### config.mk
export PLATFORM = sky130hd
export DESIGN_NAME = uartQueueCtl
export DESIGN_NICKNAME = d
export VERILOG_FILES = /design/src/rtl/uqPkg.sv /design/src/rtl/uqFifo.sv /design/src/rtl/uqDatapath.sv /design/src/rtl/uqCtrl.sv /design/src/rtl/uartQueueCtl.sv
export SDC_FILE = /design/constraint.sdc
export NUM_CORES = 1
export LEC_CHECK = 0
export CORE_MARGIN = 2
export CORE_UTILIZATION = 60
export CTS_BUF_LIST = sky130_fd_sc_hd__clkbuf_8
export DETAILED_ROUTE_END_ITERATION = 8
export DONT_BUFFER_PORTS = 1
export GPL_TIMING_DRIVEN = 0
export MAX_ROUTING_LAYER = met4
export PLACE_DENSITY = 0.76
export SYNTH_ARGS = -nofsm -noshare
export SYNTH_HDL_FRONTEND = slang
export SYNTH_SLANG_ARGS = --single-unit
### constraint.sdc
create_clock -name clk -period 4.8 [get_ports clk]
set_clock_uncertainty 0.1 [all_clocks]
set_input_delay 0.24 -clock clk [delete_from_list [all_inputs] [get_ports clk]]
set_output_delay 0.24 -clock clk [all_outputs]
set_load 0.05 [all_outputs]
### src/rtl/uqPkg.sv
package uqPkg;
  // Strobes from control to datapath
  typedef struct packed {
    logic clrTx;    // reset transmit queue pointers this cycle
    logic clrRx;    // reset receive queue pointers this cycle
    logic blockTx;  // refuse transmit push/pop
    logic blockRx;  // refuse receive push/pop
  } uqStrobe_t;

  localparam int CH_TX = 0;
  localparam int CH_RX = 1;

  // Flow-control hysteresis thresholds in free entries
  localparam int RTS_STOP_FREE = 2;
  localparam int RTS_GO_FREE   = 4;
endpackage

### src/rtl/uqFifo.sv
module uqFifo #(
  parameter int DW    = 8,
  parameter int DEPTH = 16,
  localparam int AW   = $clog2(DEPTH),
  localparam int LW   = AW + 1
) (
  input  logic          clk,
  input  logic          rstN,
  input  logic          clear,
  input  logic          push,
  input  logic [DW-1:0] pushData,
  input  logic          pop,
  output logic [DW-1:0] popData,
  output logic [LW-1:0] level
);
  logic [DW-1:0] mem [DEPTH];
  logic [AW-1:0] wrPtr, rdPtr;
  logic          isFull, isEmpty, pushOk, popOk;

  assign isFull  = (level == LW'(DEPTH));
  assign isEmpty = (level == '0);
  assign pushOk  = push & ~isFull & ~clear;
  assign popOk   = pop & ~isEmpty & ~clear;
  assign popData = mem[rdPtr];

  function automatic logic [AW-1:0] nextPtr(input logic [AW-1:0] p);
    return (p == AW'(DEPTH - 1)) ? '0 : p + 1'b1;
  endfunction

  always_ff @(posedge clk or negedge rstN) begin
    if (!rstN) begin
      wrPtr <= '0;
      rdPtr <= '0;
      level <= '0;
    end else if (clear) begin
      wrPtr <= '0;
      rdPtr <= '0;
      level <= '0;
    end else begin
      if (pushOk) wrPtr <= nextPtr(wrPtr);
      if (popOk)  rdPtr <= nextPtr(rdPtr);
      case ({pushOk, popOk})
        2'b10:   level <= level + 1'b1;
        2'b01:   level <= level - 1'b1;
        default: level <= level;
      endcase
    end
  end

  always_ff @(posedge clk) begin
    if (pushOk) mem[wrPtr] <= pushData;
  end
endmodule

### src/rtl/uqDatapath.sv
module uqDatapath import uqPkg::*; #(
  parameter int DW    = 8,
  parameter int DEPTH = 16,
  localparam int LW   = $clog2(DEPTH) + 1
) (
  input  logic          clk,
  input  logic          rstN,
  input  uqStrobe_t     strobe,
  input  logic          txPush,
  input  logic [DW-1:0] txData,
  input  logic          txPop,
  output logic [DW-1:0] txRdData,
  output logic          txFull,
  output logic          txEmpty,
  input  logic          rxPush,
  input  logic [DW-1:0] rxData,
  input  logic          rxPop,
  output logic [DW-1:0] rxRdData,
  output logic          rxFull,
  output logic          rxEmpty,
  output logic [LW-1:0] rxLevel,
  output logic          rxPopFire
);
  logic [1:0]           chPush, chPop, chClr, chBlock;
  logic [1:0][DW-1:0]   chWr, chRd;
  logic [1:0][LW-1:0]   chLvl;
  logic [1:0]           chFull, chEmpty;

  assign chClr[CH_TX]   = strobe.clrTx;
  assign chClr[CH_RX]   = strobe.clrRx;
  assign chBlock[CH_TX] = strobe.blockTx;
  assign chBlock[CH_RX] = strobe.blockRx;
  assign chWr[CH_TX]    = txData;
  assign chWr[CH_RX]    = rxData;
  assign chPush[CH_TX]  = txPush & ~chBlock[CH_TX];
  assign chPush[CH_RX]  = rxPush & ~chBlock[CH_RX];
  assign chPop[CH_TX]   = txPop  & ~chBlock[CH_TX];
  assign chPop[CH_RX]   = rxPop  & ~chBlock[CH_RX];

  for (genvar ch = 0; ch < 2; ch++) begin : gQueue
    uqFifo #(.DW(DW), .DEPTH(DEPTH)) uQueue (
      .clk     (clk),
      .rstN    (rstN),
      .clear   (chClr[ch]),
      .push    (chPush[ch]),
      .pushData(chWr[ch]),
      .pop     (chPop[ch]),
      .popData (chRd[ch]),
      .level   (chLvl[ch])
    );
    assign chFull[ch]  = (chLvl[ch] == LW'(DEPTH));
    assign chEmpty[ch] = (chLvl[ch] == '0);
  end

  assign txRdData  = chRd[CH_TX];
  assign txFull    = chFull[CH_TX];
  assign txEmpty   = chEmpty[CH_TX];
  assign rxRdData  = chRd[CH_RX];
  assign rxFull    = chFull[CH_RX];
  assign rxEmpty   = chEmpty[CH_RX];
  assign rxLevel   = chLvl[CH_RX];
  assign rxPopFire = chPop[CH_RX] & ~chEmpty[CH_RX] & ~chClr[CH_RX];
endmodule

### src/rtl/uqCtrl.sv
module uqCtrl import uqPkg::*; #(
  parameter int DEPTH = 16,
  parameter int TO_W  = 8,
  localparam int LW   = $clog2(DEPTH) + 1
) (
  input  logic            clk,
  input  logic            rstN,
  input  logic            enable,
  input  logic            ctlWrite,
  input  logic            ctlTxFlush,
  input  logic            ctlRxFlush,
  input  logic [TO_W-1:0] toCount,
  input  logic            flowEn,
  input  logic            flowPol,
  input  logic            charTick,
  input  logic [LW-1:0]   rxLevel,
  input  logic            rxPopFire,
  output uqStrobe_t       strobe,
  output logic            txFlushBusy,
  output logic            rxFlushBusy,
  output logic            rtsOut,
  output logic            toIrq
);
  logic [1:0] flushReq, busy, clrPulse;

  assign flushReq = {ctlRxFlush, ctlTxFlush} & {2{ctlWrite}};

  // Per-queue flush sequencer: set -> clear pointers -> drop busy
  for (genvar ch = 0; ch < 2; ch++) begin : gFlush
    logic busyQ, phaseQ;
    always_ff @(posedge clk or negedge rstN) begin
      if (!rstN) begin
        busyQ  <= 1'b0;
        phaseQ <= 1'b0;
      end else if (busyQ && !phaseQ) begin
        phaseQ <= 1'b1;
      end else if (busyQ) begin
        busyQ  <= 1'b0;
        phaseQ <= 1'b0;
      end else if (flushReq[ch]) begin
        busyQ  <= 1'b1;
      end
    end
    assign busy[ch]     = busyQ;
    assign clrPulse[ch] = busyQ & ~phaseQ;
  end

  assign strobe.clrTx   = clrPulse[CH_TX] | ~enable;
  assign strobe.clrRx   = clrPulse[CH_RX] | ~enable;
  assign strobe.blockTx = busy[CH_TX] | ~enable;
  assign strobe.blockRx = busy[CH_RX] | ~enable;
  assign txFlushBusy    = busy[CH_TX];
  assign rxFlushBusy    = busy[CH_RX];

  // Receive idle timeout in character times
  logic [TO_W-1:0] toCnt;
  logic            irqQ, restart;

  assign restart = ~enable | strobe.clrRx | rxPopFire | (rxLevel == '0);

  always_ff @(posedge clk or negedge rstN) begin
    if (!rstN) begin
      toCnt <= '0;
      irqQ  <= 1'b0;
    end else if (restart) begin
      toCnt <= '0;
      irqQ  <= 1'b0;
    end else if (charTick && (toCount != '0) && !irqQ) begin
      toCnt <= toCnt + 1'b1;
      if (({1'b0, toCnt} + (TO_W+1)'(1)) >= {1'b0, toCount}) irqQ <= 1'b1;
    end
  end
  assign toIrq = irqQ;

  // Request-to-send hysteresis on free entries
  logic [LW-1:0] freeSlots;
  logic          rtsOn;

  assign freeSlots = LW'(DEPTH) - rxLevel;

  always_ff @(posedge clk or negedge rstN) begin
    if (!rstN)                                rtsOn <= 1'b1;
    else if (freeSlots < LW'(RTS_STOP_FREE))  rtsOn <= 1'b0;
    else if (freeSlots >= LW'(RTS_GO_FREE))   rtsOn <= 1'b1;
  end

  assign rtsOut = (!flowEn || rtsOn) ? flowPol : ~flowPol;
endmodule

### src/rtl/uartQueueCtl.sv
module uartQueueCtl import uqPkg::*; #(
  parameter int DW    = 8,
  parameter int DEPTH = 16,
  parameter int TO_W  = 8
) (
  input  logic            clk,
  input  logic            rstN,
  input  logic            enable,
  input  logic            ctlWrite,
  input  logic            ctlTxFlush,
  input  logic            ctlRxFlush,
  input  logic [TO_W-1:0] toCount,
  input  logic            flowEn,
  input  logic            flowPol,
  input  logic            charTick,
  input  logic            txPush,
  input  logic [DW-1:0]   txData,
  input  logic            txPop,
  output logic [DW-1:0]   txRdData,
  output logic            txFull,
  output logic            txEmpty,
  input  logic            rxPush,
  input  logic [DW-1:0]   rxData,
  input  logic            rxPop,
  output logic [DW-1:0]   rxRdData,
  output logic            rxFull,
  output logic            rxEmpty,
  output logic            txFlushBusy,
  output logic            rxFlushBusy,
  output logic            clkEnOut,
  output logic            rtsOut,
  output logic            toIrq
);
  localparam int LW = $clog2(DEPTH) + 1;

  uqStrobe_t     strobe;
  logic [LW-1:0] rxLevel;
  logic          rxPopFire;

  assign clkEnOut = enable;

  uqCtrl #(.DEPTH(DEPTH), .TO_W(TO_W)) uCtrl (
    .clk(clk), .rstN(rstN), .enable(enable),
    .ctlWrite(ctlWrite), .ctlTxFlush(ctlTxFlush), .ctlRxFlush(ctlRxFlush),
    .toCount(toCount), .flowEn(flowEn), .flowPol(flowPol), .charTick(charTick),
    .rxLevel(rxLevel), .rxPopFire(rxPopFire), .strobe(strobe),
    .txFlushBusy(txFlushBusy), .rxFlushBusy(rxFlushBusy),
    .rtsOut(rtsOut), .toIrq(toIrq)
  );

  uqDatapath #(.DW(DW), .DEPTH(DEPTH)) uData (
    .clk(clk), .rstN(rstN), .strobe(strobe),
    .txPush(txPush), .txData(txData), .txPop(txPop),
    .txRdData(txRdData), .txFull(txFull), .txEmpty(txEmpty),
    .rxPush(rxPush), .rxData(rxData), .rxPop(rxPop),
    .rxRdData(rxRdData), .rxFull(rxFull), .rxEmpty(rxEmpty),
    .rxLevel(rxLevel), .rxPopFire(rxPopFire)
  );
endmodule

* After elaboration in Yosys (flattened, before gate mapping) *
Memories as Yosys holds them, arrays and structs flattened.
Cells that the tools add are included.
W data, S select, Z words.

operators by class
  add/sub/neg operators = 11
  multipliers = 0
  div/mod/pow operators = 0
  $lt $le $gt $ge = 3
  equality and inequality tests = 10
  shift operators = 0
  mux-type cells = 36
  bitwise operators = 34
  reduce and logical (&&, ||, !) cells = 24

operators by type and width
  operator               number
  $mux W4                12
  $pmux W5 S2            2
  $mux W1                18
  $reduce_bool A2 Y1     9
  $add A4 B1 Y4 const B  4
  $eq A4 B4 Y1 const B   4
  $mux W8                2
  $and A1 B1 Y1          14
  $not A1 Y1             12
  $add A5 B1 Y5 const B  2
  $eq A5 B5 Y1 const B   2
  $logic_not A5 Y1       2
  $mux W5                2
  $sub A5 B1 Y5 const B  2
  $add A8 B1 Y9 const B  1
  $ge A9 B8 Y1           1
  $add A8 B1 Y8 const B  1
  $reduce_bool A8 Y1     1
  $or A1 B1 Y1           7
  $reduce_bool A3 Y1     2
  $ge A5 B3 Y1 const B   1
  $lt A5 B2 Y1 const B   1
  $sub A5 B5 Y5 const A  1
  $eq A2 B1 Y1 const B   2
  other kinds (6)        13

storage, ports and cells
  bits in registers = 40
  bits in latches = 0
  bits in writable memories = 256
  memory bits (read-only) = 0
  input bits = 37
  output and inout port bits = 25
  word-level logic and storage cells = 133
  memories kept = 2

memories
  memory                      words  width  rd ports  clocked after memory_dff  wr ports  line          source
  uData.gQueue[0].uQueue.mem  16     8      1         0                         1         uqFifo.sv:16  logic [DW-1:0] mem [DEPTH];
  uData.gQueue[1].uQueue.mem  16     8      1         0                         1         uqFifo.sv:16

* Depth between registers and ports, before layout *
Gate-level depths: netlist of the first run.

  word-level depth = 10
  mapped depth = 14
  gate-level depth less buffers = 13

* Cells and area by module *
Synthesis of the first run repeated with hierarchy kept, for this count alone.

unflattened totals
  cell total of the unflattened synthesis = 837
  area total of the unflattened synthesis = 12922.4 µm²

modules (own cells, without submodules)
  module                            instances  cells an instance  area each (µm²)  sequential area each (µm²)
  uqFifo at uData.gQueue[0].uQueue  1          353                5906.9           4169.0
  uqFifo at uData.gQueue[1].uQueue  1          353                5861.9           4169.0
  uqCtrl                            1          117                1057.3           351.6
  uqDatapath                        1          13                 88.8             0.0
  uartQueueCtl                      1          1                  7.5              0.0

* Worst setup path after synthesis of the first run *
Ideal clock, no wire load.

  kind = register -> register
  from = register uData.gQueue[1].uQueue.level[0]
  to = register uData.gQueue[1].uQueue.level[4]
  setup time = 87 ps
  arrival = 3176 ps
  required time = 4613 ps
  slack = 1437 ps
  cell stages (with the launch flop) = 15
  path buffers = 1
  clock period less this slack = 3363 ps
  cell sequence = dfrtp_1 inv_1 ha_1 nor3b_1 ha_1 and4bb_2 buf_4 nand2_1 inv_1 ha_1 nor2b_1 o21ai_0 nand3_1 a211o_1 o211ai_1

on the way
  longest elaborated chain between the ends = 7
  elaborated cells between the ends (all ways) = 15

ends and longest elaborated chain
  item                                                 line                source
  start, declared                                      uqFifo.sv:14        output logic [LW-1:0] level
  start signal, assigned                               uqFifo.sv:43        2'b10: level <= level + 1'b1;
  start signal, assigned                               uqFifo.sv:44        2'b01: level <= level - 1'b1;
  start signal, assigned                               uqFifo.sv:45        default: level <= level;
  $logic_not A5 Y1 *                                   -
  via rxEmpty                                          uartQueueCtl.sv:27  output logic rxEmpty,
  $not A1 Y1 *                                         uqFifo.sv:23        assign popOk = pop & ~isEmpty & ~clear;
  $and A1 B1 Y1 * (2 in a row)                         uqFifo.sv:23
  $eq A2 B1 Y1 / $eq A2 B2 Y1 (equally long branches)  uqFifo.sv:42        case ({pushOk, popOk})
  $pmux W5 S2                                          uqFifo.sv:42
  $mux W5                                              uqFifo.sv:35        end else if (clear) begin

The timed path passes the listed nets; every way through them passes the cells marked *.
A chain may end at the register's enable or synchronous reset.

* Worst setup path in the final report of the first run *
Ends and elaborated chain as after synthesis.

==> results of run 1 <==
-- metrics by stage --
step / area [sq um] / util [%] / setup slack, ns / power (uW) / std cells
2_1_floorplan: 12700 / - / 1.44 / 4250 / 748
3_3_place_gp: 13000 / 62.2 / 1.20 / 4480 / 1023
3_5_place_dp: 13000 / 62.2 / 0.970 / 4530 / 1023
4_1_cts: 14100 / 67.3 / 0.938 / 6410 / 1131
5_1_grt: 14100 / 67.4 / 0.648 / 6650 / 1132
6_report: 14100 / 67.4 / 0.957 / 6370 / 1132
-- critical path: stages (launching register included) --
cell and delay, ns:
sky130_fd_sc_hd__dfrtp_1 0.41, sky130_fd_sc_hd__inv_1 0.14, sky130_fd_sc_hd__ha_1 0.19, sky130_fd_sc_hd__nor3b_1 0.28, sky130_fd_sc_hd__ha_1 0.59, sky130_fd_sc_hd__and4bb_2 0.31
sky130_fd_sc_hd__buf_4 0.17, sky130_fd_sc_hd__nand2_1 0.15, sky130_fd_sc_hd__inv_1 0.11, sky130_fd_sc_hd__ha_1 0.31, sky130_fd_sc_hd__nor2b_1 0.16, sky130_fd_sc_hd__o21ai_0 0.27
sky130_fd_sc_hd__nand3_1 0.15, sky130_fd_sc_hd__a211o_1 0.32, sky130_fd_sc_hd__o211ai_1 0.09
-- layout make-up --
type	count	area (sq um)	area share, %
sequential	296	8690	61.8
clock buffer	47	647	4.60
inverter	24	90.1	0.640
clock inverter	37	159	1.13
buffer	33	175	1.24
multi-input combinational	395	3710	26.4
tap	275	344	2.45
timing repair buffer	25	258	1.83
-- placed cells by master, fill, tap and decap left out, drive strengths merged, types with 9 or more instances in the layout --
| cell type | n |
|---|---|
| dfrtp | 39 |
| and3 | 13 |
| dlygate4sd3 | 23 |
| and2 | 17 |
| clkbuf | 65 |
| inv | 44 |
| mux2 | 9 |
| edfxtp | 256 |
| ha | 29 |
| mux2i | 26 |
| xor2 | 16 |
| a21oi | 15 |
| nand2 | 42 |
| nand3 | 12 |
| buf | 17 |
| nor2 | 28 |
| clkinv | 16 |
| xnor2 | 9 |
| a21o | 11 |
| mux4 | 56 |
| o21ai | 32 |
-- routing by layer --
layer  GRT usage [%]  up-vias  wire length [um]
met3            4.04       49              1730
met5               -        -                 0
met4            8.24        0               606
met2            37.7      317             12300
met1            33.4     3504             10400
li1                -     3081                 -
-- final timing paths --
check,to,slack (ns),cells past startpoint
worst max register to register,uData.gQueue[1].uQueue.level[4],0.96,14
worst max-delay path,uData.gQueue[1].uQueue.level[4],0.96,14
max in group asynchronous,uCtrl.rtsOn,4.22,2
worst min-delay path,uData.gQueue[1].uQueue.wrPtr[1],0.04,4
worst min register to register,uCtrl.gFlush[1].phaseQ,0.36,1
min in group asynchronous,uData.gQueue[1].uQueue.rdPtr[3],0.10,2
-- report_power, final --
part | internal (uW) | total (uW) | leakage (uW) | switching [uW]
Combinational | 598 | 1520 | 0.00161 | 921
Sequential | 2900 | 3010 | 0.00284 | 109
Clock | 914 | 1840 | 0.000487 | 928
-- state kept, by name (all words and copies together) (netlist names) --
register and cells:
uCtrl.rxFlushBusy 1, uCtrl.txFlushBusy 1, uCtrl.toCnt 8, uCtrl.gFlush.phaseQ 2, uData.gQueue.uQueue.wrPtr 8, uCtrl.rtsOn 1
uCtrl.toIrq 1, uData.gQueue.uQueue.rdPtr 8, uData.gQueue.uQueue.level 10, uData.gQueue.uQueue.mem 256
-- repair_timing --
item                                    4_1_cts  5_1_grt
hold endpoints to repair                    303        0
endpoints found under the setup margin        0        0
hold buffers                                 24        0
-- cell families after synthesis --
group / Yosys count / synth area share [%]
AO/OA/AOI/OAI: 101 / 5.32
XOR/XNOR: 25 / 1.73
adder cells (fa/ha/maj): 31 / 3.18
buffers and inverters: 57 / 2.10
flip-flops: 296 / 68.6
multiplexers: 91 / 12.8
AND/OR/NAND/NOR: 147 / 6.18
==> impl_metrics.ini, run 1 <==
[hold_path]
hold_class = input pin to flip-flop
min_from = rxPush

[worst_setup_path]
worst_ep_arrival_time_ns = 4.19
crit-reg2reg-launch = uData.gQueue[1].uQueue.level[0]
cp_max_fo = 8
startpoint_type = flip-flop
critical_path_class = flip-flop to flip-flop
setup.worst_path.start = uData.gQueue[1].uQueue.level[0]
cp.required_ns = 5.15
critical_path.endpoint_type = flip-flop

[routing]
drtAntennaViolNets = 0
drt_drc_violations_left = 0
detail_route.first_pass.iterations = 5
dr_total_vias = 6951
wl_mm = 25.0
initialDrtViolationCount = 672
post_drt_via_cell_ratio = 6.14
drt-wirelength-per-cell_um = 22.1

[sta]
finalHoldViolCount = 0
measured_slew_at_the_worst_slew_check_pin_ns = 1.38
min_period_ns = 3.84
final_max_slew_viol_count = 0
fin_hold_ws_ns = 0.0402
fmaxAchievable_ghz = 0.260
timing.max_slew.rel_slack_pct = 7.88
setup_violations = 0
finalCritPeriodShare_pct = 80.1
totalNegativeSetupSlack_ns = 0
rsz0062_at_grt = false

[place]
io_buffer_count = 0
gpl.final_weighted_congestion = 0.842
place_hpwl_mm = 16.9

[floorplan]
fp.dieW_um = 149
core-area_sq_um = 20900
floorplan.initialDensity_pct = 60.6
core.rowCount = 53
die_h_um = 149
io_pins = 62
dieArea_sq_um = 22300

[cells_and_area]
diodes = 0
fillers = 1406
flow.area_growth_from_synthesis_pct = 11.2
post_route_cells_drive_above_1_share_pct = 17.4
finalNetCount = 889

[yosys]
synth.area.top_cells = sky130_fd_sc_hd__edfxtp_1, sky130_fd_sc_hd__mux4_2, sky130_fd_sc_hd__dfrtp_1
synth_nets = 816
synth.ff_latch_count = 296
syn_inst = 748
postSynth.asyncResetShare_pct = 13.5
synth_enable_flop_cells = 256
post-synth-top-area-fraction_pct = 60.7
synth_top_cell_by_area = sky130_fd_sc_hd__edfxtp_1
post_synthesis_instance_area_sq_um = 12700
post-synth-top-count-cell = sky130_fd_sc_hd__edfxtp_1
synth_warnings = 0
ys_top_cells_by_count = sky130_fd_sc_hd__edfxtp_1, sky130_fd_sc_hd__mux4_2, sky130_fd_sc_hd__nand2_1
synthFlopType = sky130_fd_sc_hd__edfxtp_1
yosysUniqueCellTypes = 56
synth_area_per_cell_sq_um = 16.9
seq_total_area_yosys_pct = 68.6

[pwr]
powerDensity_nw_per_um2 = 453
power_leakage_uw = 0.00495
peakVddDrop_mv = 0.345

[clock_network]
cts_repair_resize_count = 0
worst_setup_hold_path_clk_slew_ns = 0.06
numClockSinks = 296
ctsRootBufferMaster = sky130_fd_sc_hd__clkbuf_8
htree_levels = 2
cts-buffers-inserted = 46
clock_tree.buffer_depth = 3
clk-insertion-delay-late_ns = 0.56
cts_tree = built
postCtsSetupRepairBufs = 0

[job]
maxCapViolations = 0

[global_route]
grt_overflow = 0
grt_antenna_before_repair = 0
grt_util_all_layers_pct = 24.3
grt_pass1_wl_mm = 39.4
first_global_vias = 7177
grt_start_max_net_pins = 41

[outcome]
status = completed
(Power assumes the default switching activity.)
==> run 2: changes to the inputs <==
--- a/config.mk
+++ b/config.mk
@@ -5,6 +5,7 @@
 export SDC_FILE = /design/constraint.sdc
 export NUM_CORES = 1
 export LEC_CHECK = 0
+export ABC_AREA = 1
 export CORE_MARGIN = 2
 export CORE_UTILIZATION = 60
 export CTS_BUF_LIST = sky130_fd_sc_hd__clkbuf_8
@@ -12,7 +13,7 @@
 export DONT_BUFFER_PORTS = 1
 export GPL_TIMING_DRIVEN = 0
 export MAX_ROUTING_LAYER = met4
-export PLACE_DENSITY = 0.76
+export PLACE_DENSITY = 0.79
 export SYNTH_ARGS = -nofsm -noshare
 export SYNTH_HDL_FRONTEND = slang
 export SYNTH_SLANG_ARGS = --single-unit
==> constraint.sdc (replaced) <==
create_clock -name clk -period 3.4 [get_ports clk]
set_clock_uncertainty 0.1 [all_clocks]
set_input_delay 0.17 -clock clk [delete_from_list [all_inputs] [get_ports clk]]
set_output_delay 0.17 -clock clk [all_outputs]
set_load 0.05 [all_outputs]
==> run 2 against run 1 <==
- routed wire length up 19%
- non-clock buffer count up 18
- area after synthesis up 1.6%
- clock power up 49%
- register-to-register slack worse by 0.61 ns
- clock-buffer cell count up 4
- sequential cell count unchanged
- combinational power up 89%
==> impl_metrics.ini, run 2 <==
[worst_setup_path]
setup.reg_to_reg.worst_slack_ns = 0.35
cp.required_ns = 3.13
path_buf_inv = 2
crit-reg2reg-launch = uData.gQueue[1].uQueue.level[0]
critical_path.endpoint_type = output port
critical-path-max-stage-delay_ns = 0.79
worst_ep_arrival_time_ns = 2.91
critical_path_class = flip-flop to output port
ff2ff_path_depth = 10
cpLargestDelayFamily = compound AO/OA/AOI/OAI gates
cp_max_fo = 10
timing.rr.end = uData.gQueue[1].uQueue.mem[8][3]
startpoint_type = flip-flop
critPathMostFrequentCell = sky130_fd_sc_hd__o21ai_1
crit_path_cell_trace = inv_1 -> clkbuf_1 -> o21ai_0 -> o221ai_1 -> o21ai_1 -> o21ai_1
worst_path_max_delay_cell = sky130_fd_sc_hd__o21ai_1

[clock_network]
ctsRootBufferMaster = sky130_fd_sc_hd__clkbuf_8
cts-buffers-inserted = 46
numClockSinks = 296
cts_tree = built
clock_tree.buffer_depth = 3
worst_setup_hold_path_clk_slew_ns = 0.06
clk-insertion-delay-late_ns = 0.56
htree_levels = 2

[global_route]
grt_overflow = 0
grt_antenna_before_repair = 0
grt_pass1_wl_mm = 46.7
grt_start_max_net_pins = 40
first_global_vias = 8819
grt_util_all_layers_pct = 28.1

[sta]
fin_hold_ws_ns = 0.0240
rsz0062_at_grt = false
setup_violations = 0
final.setup.worst_slack_ns = 0.216
timing.max_slew.rel_slack_pct = 19.6
finalCritPeriodShare_pct = 93.6
measured_slew_at_the_worst_slew_check_pin_ns = 1.22
min_period_ns = 3.18
totalNegativeSetupSlack_ns = 0
fmaxAchievable_ghz = 0.314
final_max_slew_viol_count = 0
finalHoldViolCount = 0

[routing]
detail_route.first_pass.iterations = 5
drtAntennaViolNets = 0
post_drt_via_cell_ratio = 5.89
drt_drc_violations_left = 0
initialDrtViolationCount = 763
wl_mm = 29.8
drt-wirelength-per-cell_um = 19.8
dr_total_vias = 8881

[cells_and_area]
top_regs = uData.gQueue.uQueue.mem: 256 flops, uData.gQueue.uQueue.level: 10 flops
fillers = 1491
flow.area_growth_from_synthesis_pct = 11.6
largest_reg_flops = 256
layout_commonest_cell = sky130_fd_sc_hd__edfxtp_1
fin_cells = 1507
finalNetCount = 1265
post_route_cells_drive_above_1_share_pct = 10.8
most-common-layout-cells = sky130_fd_sc_hd__edfxtp_1, sky130_fd_sc_hd__nand2_1, sky130_fd_sc_hd__nor2_1, sky130_fd_sc_hd__o21ai_0, sky130_fd_sc_hd__inv_1
regMostFlops = uData.gQueue.uQueue.mem
diodes = 0

[yosys]
yosysUniqueCellTypes = 43
post-synth-top-count-cell = sky130_fd_sc_hd__edfxtp_1
syn_inst = 1122
synth_nets = 1190
post-synth-top-area-fraction_pct = 59.8
ys_top_cells_by_count = sky130_fd_sc_hd__edfxtp_1, sky130_fd_sc_hd__nand2_1, sky130_fd_sc_hd__nor2_1
synth_area_per_cell_sq_um = 11.5
seq_total_area_yosys_pct = 67.6
synth_top_cell_by_area = sky130_fd_sc_hd__edfxtp_1
synth.ff_latch_count = 296
post_synthesis_instance_area_sq_um = 12900
synth_warnings = 0
synth_enable_flop_cells = 256
postSynth.asyncResetShare_pct = 13.5
synthFlopType = sky130_fd_sc_hd__edfxtp_1
synth.area.top_cells = sky130_fd_sc_hd__edfxtp_1, sky130_fd_sc_hd__dfrtp_1, sky130_fd_sc_hd__nand2_1

[floorplan]
floorplan.initialDensity_pct = 61.2
io_pins = 62
core-area_sq_um = 21000
dieArea_sq_um = 22600
fp.dieW_um = 150
core.rowCount = 53
die_h_um = 150

[outcome]
status = completed

[hold_path]
hold_end = uData.gQueue[0].uQueue.rdPtr[3]
worst_hold_path.num_cells = 3
hold_class = input pin to flip-flop
min_from = txPop

[job]
maxCapViolations = 0

[pwr]
powerDensity_nw_per_um2 = 689
power_leakage_uw = 0.00538
peakVddDrop_mv = 0.607

[place]
gpl.final_weighted_congestion = 0.880
placedCellCount = 1398
place_hpwl_mm = 19.4
dp_worst_setup_slack_ns = 0.126
io_buffer_count = 0
-- run 2: tightest hold or removal path: stages --
cell and delay [ns]:
sky130_fd_sc_hd__and3_1 0.16, sky130_fd_sc_hd__nand2_1 0.18, sky130_fd_sc_hd__o22ai_1 0.12
-- run 2: where the power goes --
part / switching, uW / internal, uW
logic: 2110 / 775
registers: 141 / 4110
clock network: 1360 / 1380
-- run 2: layout make-up --
class,instances,area (sq um),area share [%]
clock inverters,32,144,1.00
plain buffers,49,256,1.79
multi-input cells,695,3610,25.2
flip-flops and latches,296,8690,60.6
repair buffers,27,288,2.01
inverters,82,314,2.19
clock buffers,51,702,4.89
well taps,275,344,2.40
-- run 2: logic make-up after synthesis --
family | synth area share, %
simple gates | 15.1
buf+inv | 4.44
compound gates | 8.82
flops | 67.6
fa+ha+maj | 3.13
xor+xnor | 0.954
-- run 2: worst max path at each step --
stage,slack [ns],startpoint,to,depth (start not counted)
global route,0.02,uData.gQueue[1].uQueue.level[0],uData.gQueue[1].uQueue.level[4],16
global placement,0.16,uData.gQueue[1].uQueue.level[0],uData.gQueue[1].uQueue.level[4],17
finish,0.22,uData.gQueue[0].uQueue.rdPtr[1],txRdData[3],6
CTS,0.1,uData.gQueue[1].uQueue.level[0],uData.gQueue[1].uQueue.level[4],17
detailed placement,0.13,uData.gQueue[1].uQueue.level[0],uData.gQueue[1].uQueue.level[4],17
floorplan,0.42,uData.gQueue[1].uQueue.level[0],uData.gQueue[1].uQueue.level[4],17
-- run 2: per-layer routing --
metal  routed length [um]  part of all wire, %  track usage (%)
met1                11300                   38             34.5
met2                14900                   50             46.1
met3                 2530                  8.5             5.24
met4                 1100                  3.7             11.8
met5                    0                    0                -
-- run 2: what timing repair did --
| action | 4_1_cts | 5_1_grt |
|---|---|---|
| endpoints found under the hold margin | 327 | 0 |
| buffers inserted | 0 | 0 |
| gates resized for setup | 0 | 3 |
| endpoints found under the setup margin | 0 | 1 |
| hold buffers | 26 | 0 |
-- run 2: through the flow --
step	util [%]	total power, uW	area, sq um
CTS	68.2	9840	14300
finish	68.3	9880	14300
floorplan	-	6390	12900
global placement	62.8	6950	13200
detailed placement	62.8	7030	13200
global route	68.3	10300	14300
==> run 3: changes to the inputs <==
==> constraint.sdc (replaced) <==
create_clock -name clk -period 2.8 [get_ports clk]
set_clock_uncertainty 0.1 [all_clocks]
set_input_delay 0.14 -clock clk [delete_from_list [all_inputs] [get_ports clk]]
set_output_delay 0.14 -clock clk [all_outputs]
set_load 0.05 [all_outputs]
==> run 3 against run 2 <==
- final area is 3.0% higher
- via count is 0.10% higher
- largest cell class unchanged
- total power is 24% higher
- die area stayed put
- sequential power is 22% higher
- clock power is 20% higher
==> impl_metrics.ini, run 3 (synthesis gave the netlist of run 2 again) <==
[pwr]
p_sw_share_pct = 36.7
peakVddDrop_mv = 0.494
power_report.internal_total_uw = 7760
clock_power_share_pct = 26.9
p_seq_share_pct = 42.2
total_power_uw = 12300
powerDensity_nw_per_um2 = 829
power_leakage_uw = 0.00549
p_comb_share_pct = 30.9
power_switching_uw = 4490

[cells_and_area]
footprint_of_the_multi_input_gates_sq_um = 3880
fillers = 1404
top_regs = uData.gQueue.uQueue.mem: 256 flops, uData.gQueue.uQueue.level: 10 flops
most-common-layout-cells = sky130_fd_sc_hd__edfxtp_1, sky130_fd_sc_hd__nand2_1, sky130_fd_sc_hd__nor2_1, sky130_fd_sc_hd__o21ai_0, sky130_fd_sc_hd__inv_1
regMostFlops = uData.gQueue.uQueue.mem
layout_commonest_cell = sky130_fd_sc_hd__edfxtp_1
layout.cell_area.non_filler_sq_um = 14800
largest_reg_flops = 256
diodes = 0
register_area_sq_um = 8690
flow.area_growth_from_synthesis_pct = 14.9
finalNetCount = 1281
post_route_cells_drive_above_1_share_pct = 14.7

[global_route]
globalRoute.busiestLayer = met2
grt_pass1_wl_mm = 45.9
grt_start_max_net_pins = 40
grt_util_all_layers_pct = 27.4
grt_overflow = 0
first_global_vias = 8707
use_met1_pct = 34.0
grt_antenna_before_repair = 0
global_route.usage.met3_pct = 4.97
gr-usage-met2_pct = 45.2

[clock_network]
clk-insertion-delay-late_ns = 0.56
htree_levels = 2
ctsRootBufferMaster = sky130_fd_sc_hd__clkbuf_8
clock_tree.buffer_depth = 3
cts-buffers-inserted = 46
worst_setup_hold_path_clk_slew_ns = 0.07
cts_tree = built
numClockSinks = 296

[sta]
min_period_ns = 2.72
totalNegativeSetupSlack_ns = 0
setup_violations = 0
finalHoldViolCount = 0
fmaxAchievable_ghz = 0.368
final.setup.worst_slack_ns = 0.0802
measured_slew_at_the_worst_slew_check_pin_ns = 1.10
finalCritPeriodShare_pct = 97.1
timing.max_slew.rel_slack_pct = 26.5
final_max_slew_viol_count = 0
rsz0062_at_grt = true

[worst_setup_path]
cpLargestDelayFamily = compound AO/OA/AOI/OAI gates
path_buf_inv = 2
cp_max_fo = 10
ff2ff_path_depth = 14
setup.worst_path.start = uData.gQueue[1].uQueue.rdPtr[0]
critical-path-max-stage-delay_ns = 0.41
crit-reg2reg-launch = uData.gQueue[1].uQueue.level[0]
startpoint_type = flip-flop
setup.reg_to_reg.worst_slack_ns = 0.12
timing.rr.end = uData.gQueue[1].uQueue.level[1]
cp.required_ns = 2.56
crit_path_cell_trace = buf_4 -> clkbuf_1 -> o21ai_0 -> o211ai_1 -> o2111ai_1 -> nand2_2
worst_path_max_delay_cell = sky130_fd_sc_hd__clkbuf_1
worst_ep_arrival_time_ns = 2.48
critical_path.endpoint = rxRdData[5]
critical_path_class = flip-flop to output port
critical_path.endpoint_type = output port
crit_cells = 6

[floorplan]
dieArea_sq_um = 22600
io_pins = 62
core.rowCount = 53
die_h_um = 150
fp.dieW_um = 150
core-area_sq_um = 21000
floorplan.initialDensity_pct = 61.2

[routing]
drt_drc_violations_left = 0
initialDrtViolationCount = 862
detail_route.first_pass.iterations = 5
drtAntennaViolNets = 0
post_drt_via_cell_ratio = 5.83
drt-wirelength-per-cell_um = 19.5
wl_mm = 29.8
dr_total_vias = 8890

[hold_path]
hold_class = input pin to flip-flop

[place]
place_hpwl_mm = 19.2
dp_worst_setup_slack_ns = -0.329
gpl.final_weighted_congestion = 0.846
io_buffer_count = 0
post_dp_cell_area_sq_um = 13200

[job]
maxCapViolations = 0

[outcome]
status = completed
==> run 3: cell count changes in the layout (fill, tap and decap cells not counted), moves of 4 or more <==
| cell | change |
|---|---|
| sky130_fd_sc_hd__clkbuf_1 | -6 |
| sky130_fd_sc_hd__o21ai_1 | -7 |
| sky130_fd_sc_hd__o21ai_4 | +4 |
| sky130_fd_sc_hd__dlygate4sd3_1 | +10 |
| sky130_fd_sc_hd__nor2_4 | +15 |
| sky130_fd_sc_hd__nor2_1 | -16 |
| sky130_fd_sc_hd__nand2_1 | -7 |
| sky130_fd_sc_hd__buf_4 | +5 |
| sky130_fd_sc_hd__nand2_2 | +7 |
| sky130_fd_sc_hd__clkbuf_2 | +6 |
==> run 3: repair_timing <==
| item | CTS | global route |
|---|---|---|
| pin swaps | 1 | 5 |
| hold buffers | 35 | 1 |
| hold endpoints to repair | 327 | 3 |
| setup buffers | 0 | 6 |
| gates resized for setup | 34 | 44 |
| gates cloned | 0 | 0 |
| setup endpoints to repair | 134 | 149 |
==> run 3: per-stage QoR <==
step                      hold WS, ns  std cells  utilization (%)
after floorplan                -0.256       1122                -
after global routing           0.0638       1525             70.3
after global placement         -0.253       1397             62.9
after CTS                     0.00173       1518             69.2
after detailed placement       -0.254       1398             62.9
final                          0.0290       1525             70.3
==> run 3: layer usage <==
metal	vias up	part of all wire, %	routed length [um]
met5	-	0	0
met4	0	3.4	1010
met3	88	8.3	2470
met2	410	50	14900
met1	4240	38	11400
li1	4152	-	-
==> run 3: worst register-to-register path: stages (launching register included) <==
cell,delay (ns)
sky130_fd_sc_hd__dfrtp_1,0.38
sky130_fd_sc_hd__inv_2,0.10
sky130_fd_sc_hd__ha_2,0.20
sky130_fd_sc_hd__nand2_2,0.07
sky130_fd_sc_hd__nor2_4,0.16
sky130_fd_sc_hd__ha_4,0.26
sky130_fd_sc_hd__inv_2,0.07
sky130_fd_sc_hd__nand2_2,0.11
sky130_fd_sc_hd__nor2_8,0.06
sky130_fd_sc_hd__inv_1,0.06
sky130_fd_sc_hd__dlygate4sd3_1,0.57
sky130_fd_sc_hd__a21oi_2,0.09
sky130_fd_sc_hd__nor2_2,0.17
sky130_fd_sc_hd__inv_2,0.08
sky130_fd_sc_hd__o22ai_1,0.11
==> run 3: worst min-delay path by stage <==
stage | cells after the start | end | start
floorplan | 0 | uCtrl.gFlush[0].phaseQ | rstN
global placement | 0 | uCtrl.gFlush[1].phaseQ | rstN
detailed placement | 0 | uCtrl.gFlush[1].phaseQ | rstN
CTS | 3 | uData.gQueue[1].uQueue.wrPtr[3] | enable
global route | 5 | uData.gQueue[1].uQueue.level[1] | rxPop
finish | 4 | uData.gQueue[0].uQueue.rdPtr[3] | enable
==> run 3: power groups by stage <==
stage / Sequential [uW] / Combinational (uW) / Clock, uW
after CTS: 5160 / 3580 / 3310
after detailed placement: 5250 / 3330 / 0
after global placement: 5240 / 3230 / 0
after global routing: 5190 / 4100 / 3500
after floorplan: 5220 / 2580 / 0
final: 5170 / 3780 / 3300
==> run 3: cell type report <==
type                            count  share of cell area (%)
Clock inverter                     35                   0.991
Timing Repair Buffer               43                    3.01
Clock buffer                       50                    4.66
Inverter                           82                    2.13
Sequential cell                   296                    58.8
Multi-Input combinational cell    695                    26.3
Buffer                             49                    1.79
Tap cell                          275                    2.33
